===== src/rtl/bcd_sub_pkg.sv =====
package bcd_sub_pkg;
  localparam int DIGIT_W = 4;
  localparam logic [DIGIT_W-1:0] NINE = 4'd9;
  localparam logic [DIGIT_W-1:0] TEN  = 4'b1010;
  typedef logic [DIGIT_W-1:0] digit_t;
endpackage


===== src/rtl/bcd_nines_cmp.sv =====
module bcd_nines_cmp
  import bcd_sub_pkg::*;
(
  input  logic   sel_i,
  input  digit_t d_i,
  output digit_t q_o
);
  digit_t inv_d;
  digit_t cmp_d;

  // ones' complement by inversion, then +10 mod 16 gives 9-d
  assign inv_d = ~d_i;
  assign cmp_d = inv_d + TEN;
  assign q_o   = sel_i ? cmp_d : d_i;
endmodule


===== src/rtl/bcd_skip_add4.sv =====
module bcd_skip_add4
  import bcd_sub_pkg::*;
(
  input  digit_t a_i,
  input  digit_t b_i,
  input  logic   c_i,
  output digit_t s_o,
  output logic   c_o
);
  logic [DIGIT_W:0]   c;
  logic [DIGIT_W-1:0] p;
  logic [DIGIT_W-1:0] g;

  assign c[0] = c_i;
  for (genvar i = 0; i < DIGIT_W; i++) begin : g_bit
    assign p[i]   = a_i[i] ^ b_i[i];
    assign g[i]   = a_i[i] & b_i[i];
    assign s_o[i] = p[i] ^ c[i];
    assign c[i+1] = g[i] | (p[i] & c[i]);
  end

  // block propagate forwards the carry-in past the ripple chain
  assign c_o = (&p) ? c_i : c[DIGIT_W];
endmodule


===== src/rtl/bcd_skip_digit.sv =====
module bcd_skip_digit
  import bcd_sub_pkg::*;
(
  input  digit_t x_i,
  input  digit_t n_i,
  input  logic   c_i,
  output digit_t s_o,
  output logic   c_o
);
  digit_t t;
  logic   t_c;
  logic   dc;
  logic   lvl2_c_unused;

  // n[0] rides in as carry-in, operand carries a zero in its place
  bcd_skip_add4 u_lvl1 (
    .a_i(x_i),
    .b_i({n_i[3:1], 1'b0}),
    .c_i(n_i[0]),
    .s_o(t),
    .c_o(t_c)
  );

  // decimal carry of t + c_i, t in 0..18
  assign dc = t_c | (t[3] & (t[2] | t[1])) | (c_i & t[3] & t[0]);

  // lower-digit carry applied in the correction level
  bcd_skip_add4 u_lvl2 (
    .a_i(t),
    .b_i({1'b0, dc, dc, 1'b0}),
    .c_i(c_i),
    .s_o(s_o),
    .c_o(lvl2_c_unused)
  );

  assign c_o = dc;
endmodule


===== src/rtl/bcd_inc.sv =====
module bcd_inc
  import bcd_sub_pkg::*;
#(
  parameter int DIGITS = 4,
  localparam int W = DIGITS * DIGIT_W
) (
  input  logic [W-1:0] v_i,
  input  logic         c_i,
  output logic [W-1:0] s_o
);
  logic [DIGITS:0] c;

  assign c[0] = c_i;
  for (genvar k = 0; k < DIGITS; k++) begin : g_dig
    digit_t d;
    logic   top;
    assign d   = v_i[k*DIGIT_W +: DIGIT_W];
    assign top = (d == NINE);
    assign s_o[k*DIGIT_W +: DIGIT_W] = !c[k] ? d : (top ? '0 : d + 4'd1);
    assign c[k+1] = c[k] & top;
  end
endmodule


===== src/rtl/bcd_skip_sub.sv =====
module bcd_skip_sub
  import bcd_sub_pkg::*;
#(
  parameter int DIGITS = 4,
  localparam int W = DIGITS * DIGIT_W
) (
  input  logic         clk_i,
  input  logic         rst_ni,
  input  logic [W-1:0] x_i,
  input  logic [W-1:0] y_i,
  input  logic         sub_i,
  output logic [W-1:0] diff_o,
  output logic         carry_o,
  output logic         neg_o
);
  logic [W-1:0]    n_vec;
  logic [W-1:0]    sum;
  logic [W-1:0]    sum_inc;
  logic [W-1:0]    sum_rec;
  logic [DIGITS:0] c;
  logic            all_nine;
  logic            pos;
  logic [W-1:0]    res_d;
  logic            neg_d;

  assign c[0] = 1'b0;

  for (genvar k = 0; k < DIGITS; k++) begin : g_dig
    bcd_nines_cmp u_cmp (
      .sel_i(sub_i),
      .d_i  (y_i[k*DIGIT_W +: DIGIT_W]),
      .q_o  (n_vec[k*DIGIT_W +: DIGIT_W])
    );

    bcd_skip_digit u_add (
      .x_i(x_i[k*DIGIT_W +: DIGIT_W]),
      .n_i(n_vec[k*DIGIT_W +: DIGIT_W]),
      .c_i(c[k]),
      .s_o(sum[k*DIGIT_W +: DIGIT_W]),
      .c_o(c[k+1])
    );

    bcd_nines_cmp u_rec (
      .sel_i(1'b1),
      .d_i  (sum[k*DIGIT_W +: DIGIT_W]),
      .q_o  (sum_rec[k*DIGIT_W +: DIGIT_W])
    );
  end

  // end-around carry
  bcd_inc #(.DIGITS(DIGITS)) u_inc (
    .v_i(sum),
    .c_i(1'b1),
    .s_o(sum_inc)
  );

  // all-nines sum means equal operands: fold to positive zero
  assign all_nine = (sum == {DIGITS{NINE}});
  assign pos      = c[DIGITS] | all_nine;

  always_comb begin
    if (!sub_i) begin
      res_d = sum;
      neg_d = 1'b0;
    end else begin
      res_d = pos ? sum_inc : sum_rec;
      neg_d = !pos;
    end
  end

  always_ff @(posedge clk_i or negedge rst_ni) begin
    if (!rst_ni) begin
      diff_o  <= '0;
      carry_o <= 1'b0;
      neg_o   <= 1'b0;
    end else begin
      diff_o  <= res_d;
      carry_o <= c[DIGITS];
      neg_o   <= neg_d;
    end
  end
endmodule


===== config.mk =====
export PLATFORM = sky130hd
export DESIGN_NAME = bcd_skip_sub
export DESIGN_NICKNAME = d
export VERILOG_FILES = /design/src/rtl/bcd_sub_pkg.sv /design/src/rtl/bcd_nines_cmp.sv /design/src/rtl/bcd_skip_add4.sv /design/src/rtl/bcd_skip_digit.sv /design/src/rtl/bcd_inc.sv /design/src/rtl/bcd_skip_sub.sv
export SDC_FILE = /design/constraint.sdc
export NUM_CORES = 1
export LEC_CHECK = 0
export BUFFER_PORTS_ARGS = -buffer_cell sky130_fd_sc_hd__buf_2
export CAP_MARGIN = 20
export CORE_ASPECT_RATIO = 0.6
export CORE_MARGIN = 5
export CORE_UTILIZATION = 40
export CTS_BUF_LIST = sky130_fd_sc_hd__clkbuf_8
export CTS_CLUSTER_DIAMETER = 80
export DETAILED_ROUTE_END_ITERATION = 10
export PLACE_DENSITY = 0.67
export SLEW_MARGIN = 20
export SYNTH_ARGS = -nofsm -noshare
export SYNTH_HDL_FRONTEND = slang
export SYNTH_SLANG_ARGS = --single-unit

===== constraint.sdc =====
create_clock -name clk_i -period 0.8 [get_ports clk_i]
set_clock_uncertainty 0.1 [all_clocks]
set_input_delay 0 -clock clk_i [delete_from_list [all_inputs] [get_ports clk_i]]
set_output_delay 0 -clock clk_i [all_outputs]
set_load 0.01 [all_outputs]

==> results of run 1 <==
final cells by class:
type	count	area [µm²]
clock buffer	3	41.29
fill	499	1987
inverter	54	205.2
multi-input combinational	202	2150
sequential	18	450.4
tap	84	105.1
timing repair buffer	159	1172
layer usage:
| metal | part of all wire, % | routed length [µm] |
|---|---|---|
| met3 | 5.4 | 384 |
| met5 | 0 | 0 |
| met2 | 46 | 3294 |
| met4 | 1.1 | 77 |
| met1 | 47 | 3329 |
placed cells by master (no fill, tap or decap), drive strengths merged, types with 3 or more instances in the layout:
master  instances
o21ai          19
fa             19
xor2            8
nand3           6
nand4           7
nor2           10
a21oi           7
ha             34
xnor2          10
and4            4
o211ai          4
clkbuf          3
nand2          26
dfrtp          18
nor3            7
mux2i           5
buf           158
inv            54
worst max-delay path by stage:
stage               slack, ps          to   start  depth (start not counted)
floorplan               -3870   diff_o[4]  y_i[0]                         25
global placement        -3970   diff_o[4]   sub_i                         24
detailed placement      -4120  diff_o[11]   sub_i                         24
CTS                     -3650  diff_o[10]   sub_i                         25
global route            -3950  diff_o[14]   sub_i                         26
finish                  -3770  diff_o[14]   sub_i                         26
per-stage QoR:
step / setup slack, ps / cells / cell area, µm²
final: -3767 / 520 / 4124
after global routing: -3950 / 520 / 4124
after CTS: -3649 / 501 / 3835
after detailed placement: -4117 / 492 / 3590
after global placement: -3970 / 492 / 3590
after floorplan: -3869 / 282 / 2650
state kept, by name, indices dropped and copies added (netlist names):
name / count
diff_o: 16
neg_o: 1
carry_o: 1
what timing repair did:
item | 4_1_cts | 5_1_grt
hold endpoints to repair | 18 | 0
hold buffers | 1 | 0
setup endpoints to repair | 36 | 35
resized for setup | 32 | 35
buffers inserted | 5 | 19
cloned | 1 | 0
pin swaps | 9 | 20
kinds of logic (layout without fill, tap and decap cells):
family          count (synthesis)  in the layout  share of synthesized area [%]
mux                             7              7                          2.877
buf+inv                        63            216                          9.672
xor+xnor                       18             18                          6.548
fa+ha+maj                      53             53                          31.94
simple gates                   72             73                          15.87
flops                          18             18                          17.86
compound gates                 51             51                          15.23
power groups by stage:
| stage | clock (mW) | sequential (mW) | combinational, mW |
|---|---|---|---|
| floorplan | 0 | 1.71 | 4.61 |
| global placement | 0 | 1.44 | 8.12 |
| detailed placement | 0 | 1.44 | 8.34 |
| CTS | 0.600 | 1.43 | 8.96 |
| global route | 0.627 | 1.49 | 10.9 |
| finish | 0.570 | 1.44 | 9.97 |
==> flow_metrics.py, run 1 <==
metrics = {
    "routing": {
        "routed_wl_um": 7085,
        "firstDrtPassIters": 4,
        "vias": 2488,
        "drt-vias-per-instance": 4.785,
        "final_antenna_net_count": 0,
        "avgRoutedWirePerCell_um": 13.63,
        "drt_iter0_markers": 70,
        "drc_errors": 0,
    },
    "logic_synthesis": {
        "async_flop_share_pct": 100.0,
        "syn_inst": 282,
        "synthTopCellsByArea": "dfrtp_1 (18%), ha_1 (17%), fa_1 (15%), inv_1 (7.9%), nand2_1 (3.9%)",
        "netlist_area_mm2": 0.002522,
        "synth_edf_count": 0,
        "yosysTopAreaCell": "dfrtp_1",
        "seq_area_frac_synth_pct": 17.86,
        "synth_most_common_cell": "inv_1",
        "synth_common_cells": "inv_1 (53), ha_1 (34), nand2_1 (26)",
        "synth_ff_type": "dfrtp_1",
        "ys_types": 57,
        "syn_avg_cell_area_um2": 8.945,
        "synth.net_count": 370,
        "synth-warning-count": 0,
        "ys_ff_latch": 18,
        "synth_top_cell_area_share_pct": 17.86,
    },
    "clock_network": {
        "clock_sinks": 18,
        "h-tree-depth": 1,
        "path_clk_slew_ps": 50,
        "cts-root-buf": "clkbuf_8",
        "cts.path.max_buffers": 2,
        "cts_buffers": 3,
        "cts_tree": "done",
    },
    "setup_path": {
        "worst-path-max-fanout": 5,
        "critPathKind": "input port to flop",
        "cpMaxStageDelayCell": "fa_1",
        "critPathBufInv": 9,
        "cp_common_cell": "inv_2",
        "crit_path_start_kind": "input port",
        "worstPathRequired_ps": 820,
        "crit_arrival_ps": 4590,
        "max_stage_delay_ps": 490,
        "critPathTopFamily": "adder cells",
        "crit_path_end_kind": "flop",
    },
    "grt": {
        "met1_usage_pct": 23.81,
        "grt_pass1_wl_um": 11450,
        "grt_max_degree": 22,
        "antenna_found_initial": 0,
        "top_usage_layer": "met2",
        "overflow": 0,
        "grt_pass1_vias": 2474,
        "use_met2_pct": 28.65,
        "grt_use_total_pct": 17.11,
        "met3_usage_pct": 1.857,
    },
    "sta": {
        "maxSlewViolCount": 0,
        "finalSetupTns_ps": -60310,
        "setup_ws_ps": -3767,
        "period_share_pct": 570.8,
        "max_freq_ghz": 0.2190,
        "rsz0062_at_grt": "yes",
        "finalSetupViolCount": 35,
        "min_period_ps": 4567,
        "holdWs_ps": 97.77,
        "maxSlewHeadroom_pct": 71.33,
        "tightest_slew_ps": 425.6,
        "finalHoldViolations": 0,
    },
    "floorplan": {
        "dieArea_mm2": 0.008046,
        "core_mm2": 0.006111,
        "initial_core_util_pct": 41.28,
        "ios": 53,
        "die_h_um": 71.51,
        "rows": 22,
        "die_w_um": 112.5,
    },
    "run_status": {
        "violations": "setup timing",
        "status": "complete, but fails checks",
    },
    "place": {
        "dp_hpwl_um": 5375,
        "io_buffers": 52,
        "place.gp.congestion": 0.8313,
    },
    "min_path": {
        "worst_hold_path_type": "input port to async pin",
    },
    "pwr": {
        "power_density_mw_per_mm2": 2903,
        "leakagePower_nw": 2.043,
        "clockPowerShare_pct": 4.8,
        "finalPower_mw": 11.97,
        "combPwrFrac_pct": 83.2,
        "peakVddDrop_mv": 1.467,
        "p_int_mw": 6.775,
        "power.switching_mw": 5.198,
        "netSwitchingFraction_pct": 43.41,
        "seqPwrFrac_pct": 12.0,
    },
    "layout": {
        "nets": 526,
        "layout-drive-gt1-share_pct": 52.75,
        "diodes": 0,
        "utilization_pct": 67.49,
        "synthToLayoutAreaGrowth_pct": 63.49,
    },
    "run": {
        "max_cap_viol_count": 0,
    },
}
Power figures use the tool's default switching activity.
==> run 2, diff against run 1 <==
--- a/config.mk
+++ b/config.mk
@@ -14,6 +14,7 @@
 export CTS_CLUSTER_DIAMETER = 80
 export DETAILED_ROUTE_END_ITERATION = 10
 export PLACE_DENSITY = 0.67
+export SKIP_CTS_REPAIR_TIMING = 1
 export SLEW_MARGIN = 20
 export SYNTH_ARGS = -nofsm -noshare
 export SYNTH_HDL_FRONTEND = slang
==> run 2 against run 1 <==
Effect of this change:
- the run still ends with setup timing left
- via count fell by 2.4%
- first-iteration DRC count down 24%
- clock-buffer cell count is the same
- highest routed layer unchanged
- worst hold slack gained 1.2 ps
- die area did not move
- final area decreased by 3.5%
- maximum frequency increased by 2.2%
==> flow_metrics.py, run 2 (synthesis results as in run 1) <==
metrics = {
    "pwr": {
        "power_density_mw_per_mm2": 2852,
        "peakVddDrop_mv": 1.389,
        "p_int_mw": 6.505,
        "leakagePower_nw": 2.004,
        "netSwitchingFraction_pct": 42.71,
        "clockPowerShare_pct": 5.0,
        "finalPower_mw": 11.35,
        "seqPwrFrac_pct": 12.7,
        "power.switching_mw": 4.848,
        "combPwrFrac_pct": 82.3,
    },
    "sta": {
        "maxSlewHeadroom_pct": 71.00,
        "tightest_slew_ps": 430.5,
        "finalHoldViolations": 0,
        "holdWs_ps": 98.95,
        "period_share_pct": 558.5,
        "setup_ws_ps": -3668,
        "rsz0062_at_grt": "yes",
        "min_period_ps": 4468,
        "maxSlewViolCount": 0,
        "finalSetupViolCount": 35,
        "max_freq_ghz": 0.2238,
    },
    "grt": {
        "antenna_found_initial": 0,
        "grt_use_total_pct": 15.81,
        "grt_pass1_vias": 2391,
        "grt_max_degree": 22,
        "overflow": 0,
        "grt_pass1_wl_um": 10680,
    },
    "run": {
        "max_cap_viol_count": 0,
    },
    "floorplan": {
        "dieArea_mm2": 0.008046,
        "core_mm2": 0.006111,
        "die_w_um": 112.5,
        "initial_core_util_pct": 41.28,
        "die_h_um": 71.51,
        "rows": 22,
        "ios": 53,
    },
    "clock_network": {
        "cts_tree": "done",
        "cts.path.max_buffers": 2,
        "cts-root-buf": "clkbuf_8",
        "path_clk_slew_ps": 50,
        "cts_buffers": 3,
        "clock_sinks": 18,
        "h-tree-depth": 1,
    },
    "setup_path": {
        "crit_arrival_ps": 4520,
        "max_stage_delay_ps": 530,
        "cp-startpoint": "y_i[0]",
        "critPathTopFamily": "adder cells",
        "crit_end": "diff_o[9]",
        "cpMaxStageDelayCell": "fa_2",
        "critPathKind": "input port to flop",
        "worstPathRequired_ps": 850,
        "critPathBufInv": 8,
        "cp_common_cell": "inv_2",
        "crit_path_end_kind": "flop",
        "worst-path-max-fanout": 8,
        "cp.depth": 25,
        "crit_path_start_kind": "input port",
    },
    "layout": {
        "diodes": 0,
        "nets": 521,
        "layout-drive-gt1-share_pct": 50.58,
        "final_common_cell": "buf_4",
        "largest_reg_flops": 16,
        "synthToLayoutAreaGrowth_pct": 57.84,
        "largest_register": "diff_o",
        "utilization_pct": 65.15,
        "top_regs": "diff_o: 16 flops, carry_o: 1 flops, neg_o: 1 flops",
        "final_area_mm2": 0.003981,
        "layout_common_cells": "buf_4 (92), buf_2 (47), inv_1 (45)",
    },
    "place": {
        "place.gp.congestion": 0.8313,
        "io_buffers": 52,
        "dp_slack_ps": -4117,
        "placed_area_mm2": 0.003590,
        "dp_hpwl_um": 5375,
    },
    "routing": {
        "vias": 2428,
        "routed_wl_um": 6481,
        "final_antenna_net_count": 0,
        "drt-vias-per-instance": 4.715,
        "avgRoutedWirePerCell_um": 12.58,
        "drc_errors": 0,
        "drt_iter0_markers": 53,
        "firstDrtPassIters": 5,
    },
    "run_status": {
        "violations": "setup timing",
        "status": "complete, but fails checks",
    },
    "min_path": {
        "worst_hold_path_type": "input port to async pin",
    },
}
[run 2: final cells by class]
| type | count | area [µm²] |
|---|---|---|
| Tap cell | 84 | 105.1 |
| Clock buffer | 3 | 41.29 |
| Multi-Input combinational cell | 201 | 2063 |
| Timing Repair Buffer | 155 | 1116 |
| Fill cell | 517 | 2130 |
| Sequential cell | 18 | 450.4 |
| Inverter | 54 | 205.2 |
[run 2: metrics by stage]
stage               TNS, ps  std cells
detailed placement   -66120        492
floorplan            -60140        282
global placement     -63520        492
finish               -59500        515
global route         -63670        515
CTS                  -62040        495
[run 2: worst min path at each step]
stage	start	endpoint	slack, ps	cells past startpoint
final	rst_ni	diff_o[6]	100	2
after global routing	x_i[0]	diff_o[0]	130	4
after CTS	rst_ni	diff_o[6]	-450	1
after detailed placement	rst_ni	diff_o[6]	-180	1
after global placement	rst_ni	diff_o[4]	-170	1
after floorplan	rst_ni	carry_o	-400	0
[run 2: metal layers]
metal	vias up	track usage, %	wire, µm
met5	-	0	0
met4	0	4.267	93
met3	7	1.857	331
met2	62	25.28	2757
met1	1106	22.80	3298
li1	1253	-	-
[run 2: power by group through the flow]
stage	clock network (mW)	logic, mW	registers, mW
2_1_floorplan	0	4.61	1.71
6_report	0.568	9.35	1.44
5_1_grt	0.627	10.3	1.49
3_3_place_gp	0	8.12	1.44
3_5_place_dp	0	8.34	1.44
4_1_cts	0.600	8.38	1.43
